--- src/rtl/iir3s_pkg.sv ---
package iir3s_pkg;
    localparam int DATA_W = 16;                 // sample width, Q1.15
    localparam int FRAC   = DATA_W - 1;         // fractional bits
    localparam int NSLOT  = 3;                  // C-slow factor
    localparam int TAG_W  = $clog2(NSLOT);
    localparam int TAPS   = 2 * NSLOT + 1;      // w now, w one and two stream-steps back
    localparam int ACC_W  = 2 * DATA_W + 2;     // product sum width
    localparam int MID_W  = ACC_W - FRAC;       // width after the rounding shift

    // Q1.15 coefficients: round(c * 2^15)
    localparam logic signed [DATA_W-1:0] CF_A1 = 16'sd11511;  //  0.3513
    localparam logic signed [DATA_W-1:0] CF_A2 = 16'sd10804;  //  0.3297
    localparam logic signed [DATA_W-1:0] CF_B0 = 16'sd7143;   //  0.2180
    localparam logic signed [DATA_W-1:0] CF_B1 = -16'sd2510;  // -0.0766
    localparam logic signed [DATA_W-1:0] CF_B2 = 16'sd2356;   //  0.0719

    localparam logic signed [MID_W-1:0] SAT_HI = MID_W'(2 ** (DATA_W - 1) - 1);
    localparam logic signed [MID_W-1:0] SAT_LO = -MID_W'(2 ** (DATA_W - 1));

    function automatic logic signed [ACC_W-1:0] prod(input logic signed [DATA_W-1:0] c,
                                                     input logic signed [DATA_W-1:0] v);
        return ACC_W'(c) * ACC_W'(v);
    endfunction

    function automatic logic signed [MID_W-1:0] round_q(input logic signed [ACC_W-1:0] v);
        logic signed [ACC_W-1:0] t;
        t = v + ACC_W'(1 << (FRAC - 1));
        return t[ACC_W-1:FRAC];
    endfunction

    function automatic logic signed [DATA_W-1:0] sat_q(input logic signed [MID_W-1:0] v);
        logic signed [MID_W-1:0] t;
        if (v > SAT_HI)      t = SAT_HI;
        else if (v < SAT_LO) t = SAT_LO;
        else                 t = v;
        return t[DATA_W-1:0];
    endfunction
endpackage

--- src/rtl/iir3s_slot_fsm.sv ---
module iir3s_slot_fsm
    import iir3s_pkg::*;
(
    input  logic             clk,
    input  logic             rst_n,
    input  logic             in_valid,
    input  logic [TAG_W-1:0] in_tag,
    output logic             accept,
    output logic [TAG_W-1:0] slot
);
    typedef enum logic [TAG_W-1:0] {SLOT0 = 2'd0, SLOT1 = 2'd1, SLOT2 = 2'd2} slot_e;

    slot_e state_q, state_nx;

    always_ff @(posedge clk) begin
        if (!rst_n) state_q <= SLOT0;
        else        state_q <= state_nx;
    end

    always_comb begin
        accept   = in_valid && (in_tag == state_q);
        state_nx = state_q;
        if (accept) begin
            unique case (state_q)
                SLOT0:   state_nx = SLOT1;
                SLOT1:   state_nx = SLOT2;
                SLOT2:   state_nx = SLOT0;
                default: state_nx = SLOT0;
            endcase
        end
        slot = state_q;
    end
endmodule

--- src/rtl/iir3s_recur.sv ---
module iir3s_recur
    import iir3s_pkg::*;
(
    input  logic                     clk,
    input  logic                     rst_n,
    input  logic                     accept,
    input  logic signed [DATA_W-1:0] x_in,
    output logic signed [DATA_W-1:0] w_now,
    output logic signed [DATA_W-1:0] w_back1,
    output logic signed [DATA_W-1:0] w_back2
);
    // Tap of the delay line that the feedback stage reads one step early (retimed loop).
    localparam int FB_T1 = NSLOT - 2;
    localparam int FB_T2 = 2 * NSLOT - 2;

    logic signed [DATA_W-1:0] wd [TAPS];
    logic signed [MID_W-1:0]  fb_q;
    logic signed [DATA_W-1:0] w_new;

    always_comb w_new = sat_q(MID_W'(x_in) + fb_q);

    always_ff @(posedge clk) begin
        if (!rst_n) begin
            fb_q <= '0;
            for (int i = 0; i < TAPS; i++) wd[i] <= '0;
        end else if (accept) begin
            fb_q  <= round_q(prod(CF_A1, wd[FB_T1]) + prod(CF_A2, wd[FB_T2]));
            wd[0] <= w_new;
            for (int i = 1; i < TAPS; i++) wd[i] <= wd[i-1];
        end
    end

    assign w_now   = wd[0];
    assign w_back1 = wd[NSLOT];
    assign w_back2 = wd[2*NSLOT];
endmodule

--- src/rtl/iir3s_ffwd.sv ---
module iir3s_ffwd
    import iir3s_pkg::*;
(
    input  logic                     clk,
    input  logic                     rst_n,
    input  logic                     fire,
    input  logic [TAG_W-1:0]         tag_in,
    input  logic signed [DATA_W-1:0] w_now,
    input  logic signed [DATA_W-1:0] w_back1,
    input  logic signed [DATA_W-1:0] w_back2,
    output logic                     out_valid,
    output logic [TAG_W-1:0]         out_tag,
    output logic signed [DATA_W-1:0] out_data
);
    logic signed [DATA_W-1:0] y_c;

    always_comb
        y_c = sat_q(round_q(prod(CF_B0, w_now) + prod(CF_B1, w_back1) + prod(CF_B2, w_back2)));

    always_ff @(posedge clk) begin
        if (!rst_n) begin
            out_valid <= 1'b0;
            out_tag   <= '0;
            out_data  <= '0;
        end else begin
            out_valid <= fire;
            if (fire) begin
                out_tag  <= tag_in;
                out_data <= y_c;
            end
        end
    end
endmodule

--- src/rtl/iir3s_filter.sv ---
module iir3s_filter
    import iir3s_pkg::*;
(
    input  logic                     clk,
    input  logic                     rst_n,
    input  logic                     in_valid,
    input  logic [TAG_W-1:0]         in_tag,
    input  logic signed [DATA_W-1:0] in_data,
    output logic                     out_valid,
    output logic [TAG_W-1:0]         out_tag,
    output logic signed [DATA_W-1:0] out_data
);
    logic             accept;
    logic [TAG_W-1:0] slot;
    logic             fire_q;
    logic [TAG_W-1:0] tag_q;
    logic signed [DATA_W-1:0] w_now, w_back1, w_back2;

    iir3s_slot_fsm u_fsm (
        .clk(clk), .rst_n(rst_n), .in_valid(in_valid), .in_tag(in_tag),
        .accept(accept), .slot(slot)
    );

    iir3s_recur u_recur (
        .clk(clk), .rst_n(rst_n), .accept(accept), .x_in(in_data),
        .w_now(w_now), .w_back1(w_back1), .w_back2(w_back2)
    );

    always_ff @(posedge clk) begin
        if (!rst_n) begin
            fire_q <= 1'b0;
            tag_q  <= '0;
        end else begin
            fire_q <= accept;
            if (accept) tag_q <= in_tag;
        end
    end

    iir3s_ffwd u_ffwd (
        .clk(clk), .rst_n(rst_n), .fire(fire_q), .tag_in(tag_q),
        .w_now(w_now), .w_back1(w_back1), .w_back2(w_back2),
        .out_valid(out_valid), .out_tag(out_tag), .out_data(out_data)
    );
endmodule

--- config.mk ---
export PLATFORM = sky130hd
export DESIGN_NAME = iir3s_filter
export DESIGN_NICKNAME = d
export VERILOG_FILES = /design/src/rtl/iir3s_pkg.sv /design/src/rtl/iir3s_slot_fsm.sv /design/src/rtl/iir3s_recur.sv /design/src/rtl/iir3s_ffwd.sv /design/src/rtl/iir3s_filter.sv
export SDC_FILE = /design/constraint.sdc
export NUM_CORES = 2
export LEC_CHECK = 0
export ABC_AREA = 1
export BUFFER_PORTS_ARGS = -buffer_cell sky130_fd_sc_hd__buf_2
export CORE_MARGIN = 2
export CORE_UTILIZATION = 50
export DETAILED_ROUTE_END_ITERATION = 16
export GPL_TIMING_DRIVEN = 0
export PLACE_DENSITY = 0.64
export SLEW_MARGIN = 40
export SYNTH_ARGS = -nofsm -noshare
export SYNTH_HDL_FRONTEND = slang
export SYNTH_SLANG_ARGS = --single-unit
--- constraint.sdc ---
create_clock -name clk -period 8.2 [get_ports clk]
set_input_delay 1.64 -clock clk [delete_from_list [all_inputs] [get_ports clk]]
set_output_delay 1.64 -clock clk [all_outputs]
set_load 0.01 [all_outputs]
==> Word level (Yosys, flattened, before mapping) <==
Memory sizes are Yosys's and may differ from the RTL's.
Index checks and enable logic that the tools add are counted.
{ "classes": {"addsub": 6, "multipliers": 5, "n_lt_le_gt_ge": 4, "n_eq_ne": 2, "muxes": 16, "bitwise_logic": 7, "reduce_logical": 2} }
{ "op_table": {"columns": ["cell", "n"], "rows": [
  ["two-way mux 16 bit", 11],
  ["adder 34 bit", 3],
  ["adder 34 x 16 -> 34 bit (second input constant)", 2],
  ["greater-than comparator 19 x 16 -> 1 bit (second input constant)", 2],
  ["< comparator 19 x 16 -> 1 bit (second input constant)", 2],
  ["multiplier 15 x 16 -> 31 bit (first input constant)", 1],
  ["multiplier 14 x 16 -> 30 bit (first input constant)", 1],
  ["multiplier 13 x 16 -> 29 bit (first input constant)", 1],
  ["multiplier 12 x 16 -> 28 bit (first input constant)", 1],
  ["multiplier 11 x 16 -> 27 bit (first input constant)", 1],
  ["adder 16 x 19 -> 19 bit", 1],
  ["OR 1 bit", 7],
  ["two-way mux 1 bit", 4],
  ["one-hot mux 2 bit (2 select lines)", 1],
  ["equality test 2 x 1 -> 1 bit (second input constant)", 1],
  ["equality test 2 bit", 1],
  ["logical NOT 2 bit", 1],
  ["logical AND 1 bit", 1]
]} }
{ "word_totals": {"regBits": 43, "mem_bits_rw": 112, "in_bits": 21, "out_inout_bits": 19, "wordCells": 50, "memories": 1} }
{ "memory_table": {"columns": ["name", "words", "width", "read_ports", "rd_clocked_by_memory_dff", "write_ports", "line_no", "rtl"], "rows": [
  ["u_recur.wd", 7, 16, 7, 0, 7, "iir3s_recur.sv:16", "logic signed [DATA_W-1:0] wd [TAPS];"]
]} }

==> Longest topological paths before layout <==
An unclocked memory read counts as a cell.
{ "depth": {"ltp_word": 8, "mapped_depth": 40, "depth_no_buf": 40} }

==> By module <==
From an unflattened synthesis, not the netlist that was laid out.
{ "unflattened": {"hier_cells": 3888, "area_unflattened_um2": 32859.0} }
{ "modules_own_cells": {"columns": ["module", "instances", "cells_per_inst", "area_each_um2"], "rows": [
  ["iir3s_recur", 1, 1867, 16418.2],
  ["iir3s_ffwd", 1, 1983, 16198.0],
  ["iir3s_slot_fsm", 1, 23, 137.6],
  ["iir3s_filter", 1, 15, 105.1]
]} }

==> Worst setup path after synthesis <==
OpenSTA, ideal clock, no wires.
{ "synth_path": {"path_type": "register to register", "start": "mem u_recur.wd[0][15]", "end": "reg u_ffwd.out_data[0]", "setup_time_ns": 0.122, "arrival_time_ns": 7.352, "t_required_ns": 8.078, "setup_slack_ns": 0.726, "path_stages_with_launch": 35, "synth_period_minus_slack_ns": 7.474, "cell_sequence": "edfxtp_1 fa_1 inv_1 fa_1 inv_1 fa_1 fa_1 fa_1 inv_1 fa_1 inv_1 ha_1 nand2_1 nor4_1 nand4_1 nand2_1 a21oi_1 xor2_1 fa_1 inv_1 ha_1 ha_1 a21oi_1 o21ai_0 nand2_1 nand2_1 a21oi_1 nand2_1 nand2_1 nand2_2 inv_2 nand2_2 nand2_2 buf_6 a21oi_2"} }
{ "synth_rtl": {"columns": ["element", "line_no", "rtl"], "rows": [
  ["from (decl)", "iir3s_recur.sv:16", null],
  ["to (signal assigned)", "iir3s_ffwd.sv:29", "out_data <= y_c;"],
  ["to (decl)", "iir3s_ffwd.sv:13", "output logic signed [DATA_W-1:0] out_data"]
]} }

==> metrics.yaml <==
flow_run:
  maxCapViolCount: 0
global_routing:
  antenna_found_initial: 2
  grt.overflow.total: 0
  first_global_vias: 25100
  grtUsageTotal_pct: 24.3
  grt_max_degree: 86
  grt_pass1_wl_um: 129000
critical_path:
  critPathCaptureType: "register"
  cpMostUsedCell: "fa_1"
  slowest_stage: "fa_1"
  worstSetupStartpointType: "register"
  reg2reg_slack_ns: 0.27
  max_stage_delay_ns: 0.54
  path_max_fanout: 5
  cp.buffers_inverters: 7
  critPathArrivalTime_ns: 8.29
  r2r-end: "u_ffwd.out_data[10]"
  worstRegToRegCells: 34
  critical_path_required_ns: 8.56
  critical-path-top-delay-family: "adder cells"
  timing.rr.start: "u_recur.wd[0][6]"
  worstSetupPathType: "reg2reg"
sta:
  drv_slew: 0
  setup_slack_ns: 0.268
  period_share_pct: 96.7
  skew_ns: 0.0183
  setup_violations: 0
  finalHoldViolCount: 0
  relSlewSlack_pct: 42.4
  worst_slew_pin_slew_ns: 0.864
  timing.setup.tns_ns: 0
  max_freq_ghz: 0.126
  min_period_ns: 7.93
route:
  ant_nets: 0
  drcViolationCount: 0
  first_iter_violations: 1065
  routed_wl_um: 80800
  vias: 25100
  vias_per_cell: 5.03
  wl_per_cell_um: 16.2
  drt-pass1-iter-count: 5
cells_and_area:
  fin_cells: 4994
  layout_common_cells: "1,053 x inv_1, 570 x ha_1, 549 x nand2_1"
  nets: 5159
  multiInputGateArea_um2: 25600
  area.growth.synth_to_final_pct: 9.62
  nFillCells: 6210
  regArea_um2: 4220
  diodes: 0
  final_common_cell: "inv_1"
  drive_above_1_share_pct: 7.82
logic_synthesis:
  syn_avg_cell_area_um2: 8.27
  synth_edf_count: 112
  ys_seq_elements: 155
  ys_warn_count: 0
  syn_area_um2: 33100
  synth_top_area_share_pct: 25.3
  synth.distinct_cells: 55
  dominantRegCellSynth: "edfxtp_1"
  synth_seq_area_share_pct: 12.7
  ys_async_sr_fraction_pct: 0
  synth_top_area_cell: "fa_1"
  ys_top_cells_by_area: "fa_1 25%, ha_1 23%, inv_1 12%"
  mappedNetlistNets: 5050
  syn_inst: 4008
clock_tree:
  h-tree-depth: 4
  cts_buffer_depth: 2
  tritoncts: "built"
  cts_hold_buf: 0
  cts_buffers: 17
  clock-sinks: 155
  cts-root-buf: "clkbuf_16"
  clk_pin_slew_ns: 0.08
  insertion_delay_ns: 0.48
die:
  core_um2: 65600
  dieArea_um2: 68300
  row_count: 94
  num_io_pins: 40
  die_w_um: 261
  die_h_um: 261
  initial_core_util_pct: 50.5
place:
  gp_congestion: 0.940
  hpwl_um: 70000
  port_buffers: 38
  pre_cts_slack_ns: -0.505
  placed_cells: 4914
run_status:
  status: "finished clean"
worst_hold_path:
  min_path_type: "reg2reg"
  whs_path_depth: 2
  hold_start: "u_recur.fb_q[5]"
  worstHoldEndpoint: "u_recur.fb_q[5]"
-- flip-flops by register name, summed over array words and instances (netlist names) --
| signal | cells |
|---|---|
| u_ffwd.out_data | 16 |
| u_ffwd.out_tag | 2 |
| u_recur.fb_q | 19 |
| tag_q | 2 |
| u_recur.wd | 112 |
| fire_q | 1 |
| u_fsm.slot | 2 |
| u_ffwd.out_valid | 1 |
-- per-layer routing --
metal / global-route usage (%) / share of wire [%] / vias to the layer above
met1: 31.7 / 45 / 11900
li1: - / - / 12700
met5: 0 / 0.016 / -
met4: 7.73 / 2.9 / 2
met2: 42.0 / 48 / 425
met3: 3.16 / 3.7 / 99
-- cells in the mapped netlist, types with 23 or more instances --
| cell | instances |
|---|---|
| inv_1 | 1059 |
| ha_1 | 602 |
| nand2_1 | 570 |
| fa_1 | 419 |
| nor2_1 | 267 |
| a21oi_1 | 233 |
| o21ai_0 | 160 |
| edfxtp_1 | 112 |
| xor2_1 | 107 |
| nand3_1 | 94 |
| xnor2_1 | 77 |
| dfxtp_1 | 43 |
| o21bai_1 | 25 |
| a21oi_2 | 23 |
| nand4_1 | 23 |
-- kinds of logic (layout without fill, tap and decap cells) --
group                    after synthesis  after routing  synth area share [%]
buffers and inverters               1095           1217                  12.5
AND/OR/NAND/NOR                     1030           1030                  12.8
adder cells (fa/ha/maj)             1023           1023                  48.1
AO/OA/AOI/OAI                        519            519                  8.83
XOR/XNOR                             185            185                  4.95
flip-flops                           155            155                  12.7
multiplexers                           1              1                0.0302
-- what timing repair did --
item / 4_1_cts / 5_1_grt
gates resized for setup: 29 / 135
gates cloned: 0 / 1
setup buffers: 19 / 28
setup endpoints to repair: 18 / 25
pin swaps: 8 / 43
-- tightest hold or removal path, delay by kind of cell, from the launching register on --
kind | cells | cell delay [ns]
AND/OR/NAND/NOR | 2 | 0.11
flip-flops | 1 | 0.32
-- how the worst max path moves through the flow --
stage                                     end  depth (start not counted)  slack [ns]         startpoint
final                     u_ffwd.out_data[10]                         34        0.27   u_recur.wd[0][6]
after global placement    u_ffwd.out_data[14]                         34       -0.60  u_recur.wd[0][15]
after detailed placement   u_ffwd.out_data[2]                         34       -0.51  u_recur.wd[0][14]
after floorplan            u_ffwd.out_data[0]                         34        0.73  u_recur.wd[0][15]
after global routing       u_ffwd.out_data[3]                         34       -0.06   u_recur.wd[0][6]
after CTS                  u_ffwd.out_data[2]                         36       0.005   u_recur.wd[0][9]
-- area by class of cell --
| class | instances | area share [%] |
|---|---|---|
| clock buffers | 17 | 1.17 |
| well taps | 864 | 2.98 |
| flip-flops and latches | 155 | 11.6 |
| plain buffers | 28 | 0.427 |
| multi-input cells | 2758 | 70.4 |
| clock inverters | 15 | 0.510 |
| inverters | 1067 | 11.1 |
| repair buffers | 90 | 1.83 |
-- metrics by stage --
step | area, um2 | utilization [%] | hold slack (ns)
floorplan | 33100 | - | 0.429
global placement | 34400 | 52.4 | 0.450
detailed placement | 34500 | 52.6 | 0.449
CTS | 35400 | 54.0 | 0.464
global route | 36300 | 55.3 | 0.471
finish | 36300 | 55.3 | 0.465
Power is not shown: default switching activity piles up to over one toggle a cycle in this logic, so the estimate is an artifact.
